`src/rtl/warp_issue_pkg.sv`:
```
package warp_issue_pkg;

   localparam int NUM_PIPES = 5;
   localparam int CLASS_W   = 3;

   typedef enum logic [CLASS_W-1:0] {
      CLS_FP32 = 3'd0,
      CLS_INT  = 3'd1,
      CLS_FP64 = 3'd2,
      CLS_LDST = 3'd3,
      CLS_SFU  = 3'd4
   } op_class_e;

   function automatic int beats_per_warp(input int threads, input int lanes);
      return threads / lanes;
   endfunction

   function automatic int width_for(input int count);
      return (count > 1) ? $clog2(count) : 1;
   endfunction

endpackage

```
`src/rtl/wis_class_decode.sv`:
```
module wis_class_decode
   import warp_issue_pkg::*;
(
   input  logic [CLASS_W-1:0]   cls,
   output logic [NUM_PIPES-1:0] pipe_onehot
);

   always_comb begin
      for (int p = 0; p < NUM_PIPES; p++) begin
         pipe_onehot[p] = (cls == CLASS_W'(p));
      end
   end

endmodule

```
`src/rtl/wis_rr_arbiter.sv`:
```
module wis_rr_arbiter
   import warp_issue_pkg::*;
#(
   parameter int N = 8,
   localparam int IW = width_for(N)
)(
   input  logic          clk,
   input  logic          rst,
   input  logic [N-1:0]  req,
   output logic [N-1:0]  grant,
   output logic          any_grant,
   output logic [IW-1:0] win_idx
);

   generate
      if (N == 1) begin : g_single
         assign grant     = req;
         assign any_grant = req[0];
         assign win_idx   = '0;
      end else begin : g_rotate
         logic [IW-1:0] last_q;

         always_comb begin
            grant     = '0;
            any_grant = 1'b0;
            win_idx   = '0;
            for (int i = 1; i <= N; i++) begin
               if (!any_grant && req[(int'(last_q) + i) % N]) begin
                  grant[(int'(last_q) + i) % N] = 1'b1;
                  win_idx   = IW'((int'(last_q) + i) % N);
                  any_grant = 1'b1;
               end
            end
         end

         always_ff @(posedge clk) begin
            if (rst) begin
               last_q <= IW'(N - 1);
            end else if (any_grant) begin
               last_q <= win_idx;
            end
         end
      end
   endgenerate

endmodule

```
`src/rtl/wis_pipe_tracker.sv`:
```
module wis_pipe_tracker #(
   parameter int BEATS = 2,
   parameter int WID_W = 3,
   parameter int GRP_W = 3,
   localparam int CW = $clog2(BEATS + 1)
)(
   input  logic             clk,
   input  logic             rst,
   input  logic             load,
   input  logic [WID_W-1:0] load_warp,
   output logic             free,
   output logic             strobe,
   output logic [WID_W-1:0] warp_out,
   output logic [GRP_W-1:0] group_out
);

   logic [CW-1:0]    remain_q;
   logic [WID_W-1:0] warp_q;

   always_ff @(posedge clk) begin
      if (rst) begin
         remain_q <= '0;
         warp_q   <= '0;
      end else if (load) begin
         remain_q <= CW'(BEATS);
         warp_q   <= load_warp;
      end else if (remain_q != '0) begin
         remain_q <= remain_q - CW'(1);
      end
   end

   assign free      = (remain_q <= CW'(1));
   assign strobe    = (remain_q != '0);
   assign warp_out  = warp_q;
   assign group_out = strobe ? GRP_W'(BEATS - int'(remain_q)) : '0;

endmodule

```
`src/rtl/warp_issue_stage.sv`:
```
module warp_issue_stage
   import warp_issue_pkg::*;
#(
   parameter int NUM_WARPS    = 8,
   parameter int WARP_THREADS = 32,
   parameter int LANES_FP32   = 16,
   parameter int LANES_INT    = 16,
   parameter int LANES_FP64   = 8,
   parameter int LANES_LDST   = 8,
   parameter int LANES_SFU    = 4,
   localparam int WID_W       = width_for(NUM_WARPS),
   localparam int MIN_LANES   = (LANES_SFU < LANES_FP64) ? LANES_SFU : LANES_FP64,
   localparam int GRP_W       = width_for(WARP_THREADS / MIN_LANES)
)(
   input  logic                           clk,
   input  logic                           rst,
   input  logic [NUM_WARPS-1:0]           warp_ready,
   input  logic [NUM_WARPS*CLASS_W-1:0]   warp_class,
   output logic [NUM_WARPS-1:0]           issue_grant,
   output logic [NUM_PIPES-1:0]           pipe_strobe,
   output logic [NUM_PIPES*WID_W-1:0]     pipe_warp,
   output logic [NUM_PIPES*GRP_W-1:0]     pipe_group
);

   localparam int LANES [NUM_PIPES] = '{LANES_FP32, LANES_INT, LANES_FP64, LANES_LDST, LANES_SFU};

   logic [NUM_PIPES-1:0] pipe_sel [NUM_WARPS];
   logic [NUM_PIPES-1:0] pipe_free;
   logic [NUM_PIPES-1:0] pipe_load;
   logic [NUM_WARPS-1:0] eligible;
   logic [NUM_WARPS-1:0] arb_req;
   logic                 any_grant;
   logic [WID_W-1:0]     win_idx;

   if (NUM_WARPS < 2) begin : g_chk_warps
      $error("warp pool needs at least two warps");
   end
   if (LANES_SFU > LANES_FP64 || LANES_FP64 > LANES_FP32) begin : g_chk_order
      $error("special-function lanes must not exceed double lanes, double not exceed single");
   end

   for (genvar w = 0; w < NUM_WARPS; w++) begin : g_warp
      wis_class_decode u_dec (
         .cls         (warp_class[w*CLASS_W +: CLASS_W]),
         .pipe_onehot (pipe_sel[w])
      );
      assign eligible[w] = warp_ready[w] && ((pipe_sel[w] & pipe_free) != '0);
   end

   assign arb_req = rst ? '0 : eligible;

   wis_rr_arbiter #(.N(NUM_WARPS)) u_arb (
      .clk       (clk),
      .rst       (rst),
      .req       (arb_req),
      .grant     (issue_grant),
      .any_grant (any_grant),
      .win_idx   (win_idx)
   );

   for (genvar p = 0; p < NUM_PIPES; p++) begin : g_pipe
      if (LANES[p] < 1 || (WARP_THREADS % LANES[p]) != 0) begin : g_chk_lanes
         $error("lane count must divide the warp width");
      end

      assign pipe_load[p] = any_grant && pipe_sel[win_idx][p];

      wis_pipe_tracker #(
         .BEATS (beats_per_warp(WARP_THREADS, LANES[p])),
         .WID_W (WID_W),
         .GRP_W (GRP_W)
      ) u_trk (
         .clk       (clk),
         .rst       (rst),
         .load      (pipe_load[p]),
         .load_warp (win_idx),
         .free      (pipe_free[p]),
         .strobe    (pipe_strobe[p]),
         .warp_out  (pipe_warp[p*WID_W +: WID_W]),
         .group_out (pipe_group[p*GRP_W +: GRP_W])
      );
   end

endmodule

```
`config.mk`:
```
export PLATFORM = sky130hd
export DESIGN_NAME = warp_issue_stage
export DESIGN_NICKNAME = d
export VERILOG_FILES = /design/src/rtl/warp_issue_pkg.sv /design/src/rtl/wis_class_decode.sv /design/src/rtl/wis_rr_arbiter.sv /design/src/rtl/wis_pipe_tracker.sv /design/src/rtl/warp_issue_stage.sv
export SDC_FILE = /design/constraint.sdc
export NUM_CORES = 1
export LEC_CHECK = 0
export BUFFER_PORTS_ARGS = -buffer_cell sky130_fd_sc_hd__buf_4
export CORE_MARGIN = 8
export CORE_UTILIZATION = 50
export DETAILED_ROUTE_END_ITERATION = 10
export GPL_TIMING_DRIVEN = 1
export HOLD_SLACK_MARGIN = 0.12
export PLACE_DENSITY = 0.73
export SYNTH_ARGS = -nofsm -noshare
export SYNTH_HDL_FRONTEND = slang
export SYNTH_SLANG_ARGS = --single-unit
export TNS_END_PERCENT = 50
```
`constraint.sdc`:
```
create_clock -name clk -period 5.05 [get_ports clk]
set_input_delay 0.2525 -clock clk [delete_from_list [all_inputs] [get_ports clk]]
set_output_delay 0.2525 -clock clk [all_outputs]
set_load 0.01 [all_outputs]
```
== Yosys cells after proc, flatten, opt, wreduce, memory -nomap -nowiden ==
Cells that the tools add are included.

* Add/subtract/negate cells: 18
* Order comparisons: 22
* Equal/unequal tests: 32
* Mux-type cells: 83
* Bitwise operators: 24
* Reductions and logical operators: 74

{| class="wikitable"
|+ Operators by type and width
! cell !! count
|-
| two-way mux 8 bit || 9
|-
| bitwise OR 8 bit || 7
|-
| two-way mux 3 bit || 17
|-
| equality test 3 x 2 -> 1 bit, second input constant || 16
|-
| bitwise AND 5 bit || 8
|-
| less-than comparator 4 x 5 -> 1 bit, second input constant || 8
|-
| nonzero test 5 bit || 8
|-
| greater-or-equal comparator 4 x 1 -> 1 bit, second input constant || 8
|-
| two-way mux 1 bit || 32
|-
| logical AND 1 bit || 28
|-
| binary-select mux 1 bit (select 3 bit) || 8
|-
| demux 1 bit (select 3 bit) || 8
|-
| equality test 3 x 1 -> 1 bit, second input constant || 8
|-
| equality test 3 bit, second input constant || 8
|-
| zero test 3 bit || 8
|-
| OR reduction 3 bit || 8
|-
| binary-select mux 5 bit (select 3 bit) || 1
|-
| nonzero test 2 bit || 7
|-
| adder 3 bit, second input constant || 4
|-
| two-way mux 5 bit || 2
|-
| OR reduction 2 bit || 5
|-
| bitwise AND 1 bit, first input constant || 8
|-
| two-way mux 2 bit || 4
|-
| two-way mux 4 bit || 2
|-
| 16 further kinds || 31
|}

* Register bits: 32
* Output and inout port bits: 43
* Word-level logic and storage cells: 269

== Logic depth before layout (Yosys ltp) ==
Gate-level depths: netlist of run 1.

* Word-level depth: 36
* Depth in mapped cells: 19

== Modules after synthesis ==
A second synthesis of run 1 with hierarchy kept.

* Cell total of the unflattened synthesis: 397
* Area total of the unflattened synthesis: 3,627.2 um2

{| class="wikitable"
|+ Modules (own cells, without submodules)
! module !! instances !! cells each !! area each (um2)
|-
| wis_rr_arbiter || 1 || 158 || 1,395.1
|-
| wis_pipe_tracker (g_pipe[2].u_trk ...) || 2 || 31 || 307.8
|-
| warp_issue_stage || 1 || 60 || 564.3
|-
| wis_pipe_tracker (g_pipe[0].u_trk ...) || 2 || 20 || 198.9
|-
| wis_pipe_tracker (g_pipe[4].u_trk) || 1 || 37 || 354.1
|-
| wis_class_decode || 8 || 5 || 37.5
|}

== Least setup slack after synthesis of run 1 ==
No wires, ideal clock.

* Path type: register to register
* Start point: register u_arb.g_rotate.last_q[1]
* End point: register g_pipe[1].u_trk.warp_q[0]
* Library setup time: 132 ps
* Arrival time: 4,333 ps
* Required time: 4,918 ps
* Path slack: 585 ps
* Stages on the path, launching flop included: 17
* Buffers on the path: 2
* Clock period less this slack: 4,465 ps
* Cell sequence: dfxtp_1 buf_2 clkinv_1 ha_1 clkbuf_1 xor2_1 nand2_1 o32ai_1 a211oi_2 a221o_1 or4_4 a311oi_4 nor2_2 or4b_4 a221oi_4 nand3b_1 a21oi_1

* Word-level cells in the longest chain between the ends: 31
* Elaborated cells on any way between the ends: 67
* Those cells by class: add/sub: 8; mux: 43; bitwise: 1; reduce/logical: 15

{| class="wikitable"
|+ RTL lines
! item !! RTL line !! text
|-
| start: declaration || wis_rr_arbiter.sv:21 || <nowiki>logic [IW-1:0] last_q;</nowiki>
|-
| start signal: assignment || wis_rr_arbiter.sv:38 || <nowiki>last_q <= IW'(N - 1);</nowiki>
|-
| start signal: assignment || wis_rr_arbiter.sv:40 || <nowiki>last_q <= win_idx;</nowiki>
|-
| adder 3 x 1 -> 3 bit || wis_rr_arbiter.sv:28, wis_rr_arbiter.sv:30 ||
|-
| binary-select mux 1 bit (select 3 bit) || wis_rr_arbiter.sv:28 || <nowiki>if (!any_grant && req[(int'(last_q) + i) % N]) begin</nowiki>
|-
| two-way mux 1 bit (implied by the code) (2 in series) || wis_rr_arbiter.sv:28 ||
|-
| two-way mux 1 bit || wis_rr_arbiter.sv:28 ||
|-
| zero test 1 bit || wis_rr_arbiter.sv:28 ||
|-
| logical AND 1 bit || wis_rr_arbiter.sv:28 ||
|-
| two-way mux 1 bit || wis_rr_arbiter.sv:28 ||
|-
| zero test 1 bit || wis_rr_arbiter.sv:28 ||
|-
| (+13 left out) || - ||
|-
| two-way mux 1 bit || wis_rr_arbiter.sv:28 ||
|-
| zero test 1 bit || wis_rr_arbiter.sv:28 ||
|-
| logical AND 1 bit || wis_rr_arbiter.sv:28 ||
|-
| two-way mux 3 bit || wis_rr_arbiter.sv:28 ||
|-
| NOT 3 -> 4 bit (implied by the code) || warp_issue_stage.sv:66 || <nowiki>assign pipe_load[p] = any_grant && pipe_sel[win_idx][p];</nowiki>
|-
| binary-select mux 5 bit (select 3 bit) || warp_issue_stage.sv:66 ||
|-
| two-way mux 5 bit (2 in series) || - ||
|-
| logical AND 1 bit || warp_issue_stage.sv:66 ||
|-
| end signal: assignment || wis_pipe_tracker.sv:26 || <nowiki>warp_q <= load_warp;</nowiki>
|-
| end: declaration || wis_pipe_tracker.sv:18 || <nowiki>logic [WID_W-1:0] warp_q;</nowiki>
|}

Several ways; a longest one is shown, not always the timed one. The select of a mux whose other input is x is not followed.
A chain may end at the register's enable or synchronous reset.

== Final worst setup path of run 1 ==
* Start point: register g_pipe[4].u_trk.remain_q[0]
* End point: register g_pipe[4].u_trk.warp_q[0]

* Word-level cells in the longest chain between the ends: 35
* Elaborated cells on any way between the ends: 85
* Those cells by class: order compare: 1; mux: 44; bitwise: 9; reduce/logical: 31

{| class="wikitable"
|+ RTL lines
! item !! RTL line !! text
|-
| start: declaration || wis_pipe_tracker.sv:17 || <nowiki>logic [CW-1:0] remain_q;</nowiki>
|-
| start signal: assignment || wis_pipe_tracker.sv:25 || <nowiki>remain_q <= CW'(BEATS);</nowiki>
|-
| start signal: assignment || wis_pipe_tracker.sv:28 || <nowiki>remain_q <= remain_q - CW'(1);</nowiki>
|-
| <= comparator 4 x 1 -> 1 bit * || wis_pipe_tracker.sv:32 || <nowiki>assign free = (remain_q <= CW'(1));</nowiki>
|-
| bitwise AND 5 bit || warp_issue_stage.sv:47 || <nowiki>assign eligible[w] = warp_ready[w] && ((pipe_sel[w] & pipe_free) != '0);</nowiki>
|-
| nonzero test 5 bit || warp_issue_stage.sv:47 ||
|-
| logical AND 1 bit || warp_issue_stage.sv:47 ||
|-
| two-way mux 8 bit * || warp_issue_stage.sv:50 || <nowiki>assign arb_req = rst ? '0 : eligible;</nowiki>
|-
| binary-select mux 1 bit (select 3 bit) || wis_rr_arbiter.sv:28 ||
|-
| two-way mux 1 bit (implied by the code) (2 in series) || wis_rr_arbiter.sv:28 ||
|-
| two-way mux 1 bit || wis_rr_arbiter.sv:28 ||
|-
| (+17 left out) || - ||
|-
| two-way mux 1 bit || wis_rr_arbiter.sv:28 ||
|-
| zero test 1 bit || wis_rr_arbiter.sv:28 ||
|-
| logical AND 1 bit || wis_rr_arbiter.sv:28 ||
|-
| two-way mux 3 bit || wis_rr_arbiter.sv:28 ||
|-
| NOT 3 -> 4 bit (implied by the code) || warp_issue_stage.sv:66 ||
|-
| binary-select mux 5 bit (select 3 bit) || warp_issue_stage.sv:66 ||
|-
| two-way mux 5 bit (implied by the code) (2 in series) || warp_issue_stage.sv:66 ||
|-
| logical AND 1 bit || warp_issue_stage.sv:66 ||
|-
| end signal: assignment || wis_pipe_tracker.sv:26 ||
|-
| end: declaration || wis_pipe_tracker.sv:18 ||
|}

Mark *: on every way between the ends. The rest lies on a longest branch, timed or not. The select of a mux whose other input is x is not followed.

==> results of run 1 <==
cell usage after synthesis, types with 9 or more instances:
cell | number | area, um^2
a211oi_1 | 9 | 67.6
nor2b_1 | 12 | 75.1
buf_4 | 10 | 75.1
inv_1 | 27 | 101
mux2i_1 | 15 | 150
dfxtp_1 | 32 | 641
nor3_1 | 17 | 85.1
a21oi_1 | 31 | 155
buf_2 | 11 | 55.1
o21ai_0 | 24 | 120
nor2_1 | 52 | 195
clkbuf_1 | 15 | 56.3
nand3_1 | 16 | 80.1
nand2_1 | 59 | 221
ha_1 | 14 | 175
nor3b_1 | 15 | 113
metal layers:
layer | GRT usage, % | routed length, um
met2 | 46.9 | 7800
met5 | 0 | 0
met1 | 29.0 | 5910
met4 | 16.3 | 934
met3 | 3.23 | 1180
per-stage QoR:
| stage | std cells | worst slack (ns) | utilization (%) | hold slack [ns] |
|---|---|---|---|---|
| 2_1_floorplan | 567 | 0.585 | - | 0.423 |
| 3_3_place_gp | 737 | 0.372 | 59.8 | 0.451 |
| 3_5_place_dp | 737 | 0.347 | 59.8 | 0.454 |
| 4_1_cts | 745 | 0.318 | 61.2 | 0.263 |
| 5_1_grt | 745 | 0.0155 | 61.7 | 0.276 |
| 6_report | 745 | 0.274 | 61.7 | 0.268 |
state kept, by name, summed over array words and instances, names as in the netlist:
signal,count
g_pipe.u_trk.warp_out,15
u_arb.g_rotate.last_q,3
g_pipe.u_trk.remain_q,14
cells by family (layout without fill, tap and decap cells):
| group | after synthesis | after routing |
|---|---|---|
| flip-flops | 32 | 32 |
| XOR/XNOR | 5 | 5 |
| adder cells (fa/ha/maj) | 14 | 14 |
| buffers and inverters | 69 | 142 |
| AND/OR/NAND/NOR | 233 | 233 |
| multiplexers | 26 | 26 |
| AO/OA/AOI/OAI | 188 | 188 |
cell type report:
class | instances | area share (%)
timing repair buffer | 105 | 15.6
inverter | 29 | 2.16
multi-input combinational | 466 | 64.7
clock inverter | 3 | 0.844
clock buffer | 5 | 1.36
tap | 105 | 2.61
sequential | 32 | 12.7
worst register-to-register path: cells and delay by family (launching register included):
family | cells | cell delay [ns]
AO/OA/AOI/OAI | 7 | 2.11
adder cells (fa/ha/maj) | 1 | 0.26
buffers and inverters | 1 | 0.08
flip-flops | 1 | 0.37
multiplexers | 1 | 0.23
AND/OR/NAND/NOR | 5 | 1.66
repair_timing:
action                                 4_1_cts  5_1_grt
endpoints found under the hold margin        0        0
setup endpoints to repair                    0        2
gates resized for setup                      0        6
worst min path at each step:
stage,cells after the start,end,slack (ns)
CTS,2,g_pipe[2].u_trk.remain_q[2]$_SDFFE_PP0P_,0.26
global placement,1,g_pipe[0].u_trk.remain_q[0]$_SDFFE_PP0N_,0.45
detailed placement,2,g_pipe[3].u_trk.warp_out[2]$_SDFFE_PP0P_,0.45
floorplan,1,g_pipe[1].u_trk.remain_q[0]$_SDFFE_PP0N_,0.42
global route,2,g_pipe[2].u_trk.remain_q[2]$_SDFFE_PP0P_,0.28
finish,2,g_pipe[2].u_trk.remain_q[2]$_SDFFE_PP0P_,0.27
==> flow_summary.ini, run 1 <==
[logic_synthesis]
synth-xor-area-share_pct = 1.05
synthArstFlopShare_pct = 0
synthSimpleGateAreaFrac_pct = 29.0
synth_area_um2 = 4180
synth_mux_area_share_pct = 7.45
synth_enable_flop_cells = 0
synthDistinctLibCells = 88
avgSynthCellArea_um2 = 7.37
ys_seq_area_share_pct = 15.3
synth_top_family_by_area = compound AO/OA/AOI/OAI gates
synth_ff_type = dfxtp_1
yosys_warnings = 0
ys_ff_latch = 32
syn-num-nets = 615
synth-compound-area-share_pct = 35.4
synth-adder-area-share_pct = 4.19
netlist_instances = 567

[setup_path]
timing.critical_path.required_ns = 5.27
crit_type = register to register
crit_start = g_pipe[4].u_trk.remain_q[0]$_SDFFE_PP0N_
r2r-start = g_pipe[4].u_trk.remain_q[0]$_SDFFE_PP0N_
crit_fanout = 8
reg2reg_depth = 15
arrival_ns = 4.99
cp_slowest_cell = or4_4
path_buf_inv = 1
crit_path_start_kind = register
cp_cell_sequence = inv_1, ha_1, or2_1, and4_4, o31a_1, mux2i_4, a211oi_2, a221o_1, or4_4, a311o_1, nand2_1, nand3_1, a221oi_1, o21ai_0, a21oi_1
max_stage_delay_ns = 0.58
r2r-end = g_pipe[4].u_trk.warp_out[0]$_SDFFE_PP0P_
crit_family = compound AO/OA/AOI/OAI gates
crit_end = g_pipe[4].u_trk.warp_out[0]$_SDFFE_PP0P_
worstSetupPathDepth = 15
reg2reg_setup_slack_ns = 0.27
cp-end-kind = register

[final_layout]
final_area_um2 = 5040
final_cell_mix = 105 x buf_4, 59 x nand2_1, 52 x nor2_1
multi_input_area_um2 = 3260
seqCellArea_um2 = 641
synthToLayoutAreaGrowth_pct = 20.6
final_common_cell = buf_4
drive_gt1_share_pct = 24.7
nNetsFinal = 687
diodes = 0
n_fill_cell = 764

[floorplan]
die_height_um = 107
start_util_pct = 51.1
dieWidth_um = 107
core-area_um2 = 8180
ioPinCount = 77
rows = 33
die-area_um2 = 11500

[cts]
cts_num_sinks = 32
clockBufferDepth = 2
cts_tree = yes
htree_num_levels = 2
post_cts_buffers = 0
clkLatencyLatePin_ns = 0.29
cts_made_buffers = 5
ctsHoldBuffers = 0
cts-root-buf = clkbuf_8
clk_transition_reported_paths_ns = 0.08

[route]
wl_per_cell_um = 21.2
drc = 0
via_count = 5012
ant_nets = 0
drt_iter0_drc = 481
avgViaCountPerCell = 6.73
finalWirelength_mm = 15.8
first_pass_iters = 6

[timing]
min_period_over_period_pct = 94.6
final-hold-violation-count = 0
fin_skew_ns = 0.00646
finalSetupTns_ns = 0
report.final.setup_viol = 0
layout_min_cycle_time_ns = 4.78
rsz0062_at_grt = false
worstMarginPinSlew_ns = 0.849
max_freq_mhz = 209
slew_headroom_pct = 43.0
drv_slew = 0

[global_routing]
grt_remaining_overflow = 0
antenna_found_initial = 0
grt_pass1_wl_mm = 24.4
grt_max_degree = 39
grt_use_total_pct = 26.3
grt_pass1_vias = 4836

[worst_hold_path]
hold_path.class = primary input to register
hp-start = rst

[outcome]
status = completed

[placed_design]
place_congestion = 1.08
dpl_cell_area_um2 = 4890
io_buffers = 76
hpwl_mm = 12.7

[run]
maxCapViolCount = 0
Power of run 1 is left out: the tool's default activity adds up to more than one toggle a clock period on the data nets, which glitch-free logic cannot reach.
==> run 2, diff against run 1 <==
Settings changed: ABC_AREA from default to 1.
==> flow_summary.ini, run 2 <==
[outcome]
status = completed

[timing]
min_period_over_period_pct = 84.6
fin_skew_ns = 0.00985
final-hold-violation-count = 0
max_freq_mhz = 234
finalSetupTns_ns = 0
slew_headroom_pct = 56.1
rsz0062_at_grt = false
drv_slew = 0
layout_min_cycle_time_ns = 4.27
report.final.setup_viol = 0
worstMarginPinSlew_ns = 0.658

[setup_path]
crit_type = register to register
crit_path_start_kind = register
crit_fanout = 16
cp-end-kind = register
arrival_ns = 4.45
timing.critical_path.required_ns = 5.23

[final_layout]
largest_reg_flops = 15
final_util_pct = 58.7
n_fill_cell = 850
final_cell_mix = 154 x nand2_1, 97 x nor2_1, 93 x nand3_1
diodes = 0
synthToLayoutAreaGrowth_pct = 15.4
nNetsFinal = 798
final_common_cell = nand2_1
drive_gt1_share_pct = 22.9

[logic_synthesis]
synth_area_um2 = 4120
yosys.area.top_type = dfxtp_1
yosysMostFrequentCell = nand2_1
synth_ff_type = dfxtp_1
netlist_top_cells_area = dfxtp_1 16%, nand2_1 14%, nand3_1 11%
netlist.area_leader.share_pct = 15.6
synthDistinctLibCells = 46
yosys_warnings = 0
synth_enable_flop_cells = 0
synth_commonest_cells = 154 x nand2_1, 97 x nor2_1, 93 x nand3_1
syn-num-nets = 738
netlist_instances = 690
synthArstFlopShare_pct = 0
ys_seq_area_share_pct = 15.6
avgSynthCellArea_um2 = 5.96
ys_ff_latch = 32

[floorplan]
rows = 33
start_util_pct = 50.9
die-area_um2 = 11400
ioPinCount = 77
core-area_um2 = 8090
dieWidth_um = 107
die_height_um = 107

[global_routing]
grt_use_total_pct = 22.3
grt_max_degree = 27
grt_pass1_vias = 4428
antenna_found_initial = 0
grt_remaining_overflow = 0
grt_pass1_wl_mm = 21.3

[worst_hold_path]
hold_path.class = primary input to register

[route]
drt_iter0_drc = 378
drc = 0
via_count = 4765
ant_nets = 0
first_pass_iters = 5
avgViaCountPerCell = 5.57
finalWirelength_mm = 12.9
wl_per_cell_um = 15.1

[placed_design]
io_buffers = 76
hpwl_mm = 10.3
place_congestion = 0.988

[cts]
ctsHoldBuffers = 0
cts-root-buf = clkbuf_8
post_cts_buffers = 0
clockBufferDepth = 2
cts_num_sinks = 32
cts_resized = 0
cts_tree = yes
cts_made_buffers = 5
clk_transition_reported_paths_ns = 0.08
clkLatencyLatePin_ns = 0.29
htree_num_levels = 2

[run]
maxCapViolCount = 0
run 2: kinds of logic after synthesis:
kind of cell,after synthesis,share of synthesized area [%]
compound gates,84,13.6
buf+inv,115,12.5
fa+ha+maj,14,4.26
flops,32,15.6
simple gates,445,54.1
run 2: worst paths after layout:
check	cells after the start	slack, ns	endpoint	from
min reg2reg	1	0.47	g_pipe[1].u_trk.remain_q[0]$_SDFFE_PP0N_	g_pipe[1].u_trk.remain_q[0]$_SDFFE_PP0N_
max	20	0.78	g_pipe[2].u_trk.remain_q[1]$_SDFFE_PP0N_	u_arb.g_rotate.last_q[1]$_SDFFE_PP1P_
max reg2reg	20	0.78	g_pipe[2].u_trk.remain_q[1]$_SDFFE_PP0N_	u_arb.g_rotate.last_q[1]$_SDFFE_PP1P_
min	2	0.28	g_pipe[3].u_trk.remain_q[2]$_SDFFE_PP0P_	rst
run 2: per-layer routing:
| layer | share of wire (%) | vias up | wire length [um] | track usage (%) |
|---|---|---|---|---|
| li1 | - | 2384 | - | - |
| met1 | 45 | 2169 | 5870 | 29.4 |
| met3 | 7.6 | 15 | 982 | 2.76 |
| met4 | 1.1 | 0 | 147 | 6.23 |
| met2 | 46 | 197 | 5930 | 37.0 |
| met5 | 0 | - | 0 | 0 |
run 2: area by class of cell:
class | instances | area (um^2) | area share, %
Inverter | 89 | 334 | 7.04
Timing Repair Buffer | 79 | 593 | 12.5
Clock buffer | 5 | 68.8 | 1.45
Multi-Input combinational cell | 543 | 2960 | 62.4
Tap cell | 105 | 131 | 2.77
Sequential cell | 32 | 641 | 13.5
Clock inverter | 3 | 18.8 | 0.395
run 2: critical path, cell delays in order, from the launching register on:
cell and delay (ns):
dfxtp_1 0.60, clkinv_1 0.17, ha_1 0.50, inv_1 0.42
nand3_1 0.18, nand3_2 0.14, nand2_4 0.14, nor2_8 0.21
nand4_4 0.11, nor2_4 0.15, nand3_4 0.24, nor2_4 0.24
inv_1 0.10, o21ai_4 0.20, nand3_1 0.21, nand2_1 0.09
nand2_1 0.06, nand2_2 0.13, nand2_1 0.09, nand2_1 0.11
nor2_1 0.05
run 2: stage by stage:
stage	hold slack, ns	instance area, um^2	std cells	setup slack, ns
final	0.276	4750	856	0.776
after global routing	0.287	4750	856	0.397
after CTS	0.265	4750	856	0.839
after detailed placement	0.463	4660	848	0.874
after global placement	0.452	4660	848	0.999
after floorplan	0.436	4120	690	1.80
Power of run 2 is left out for the same reason.
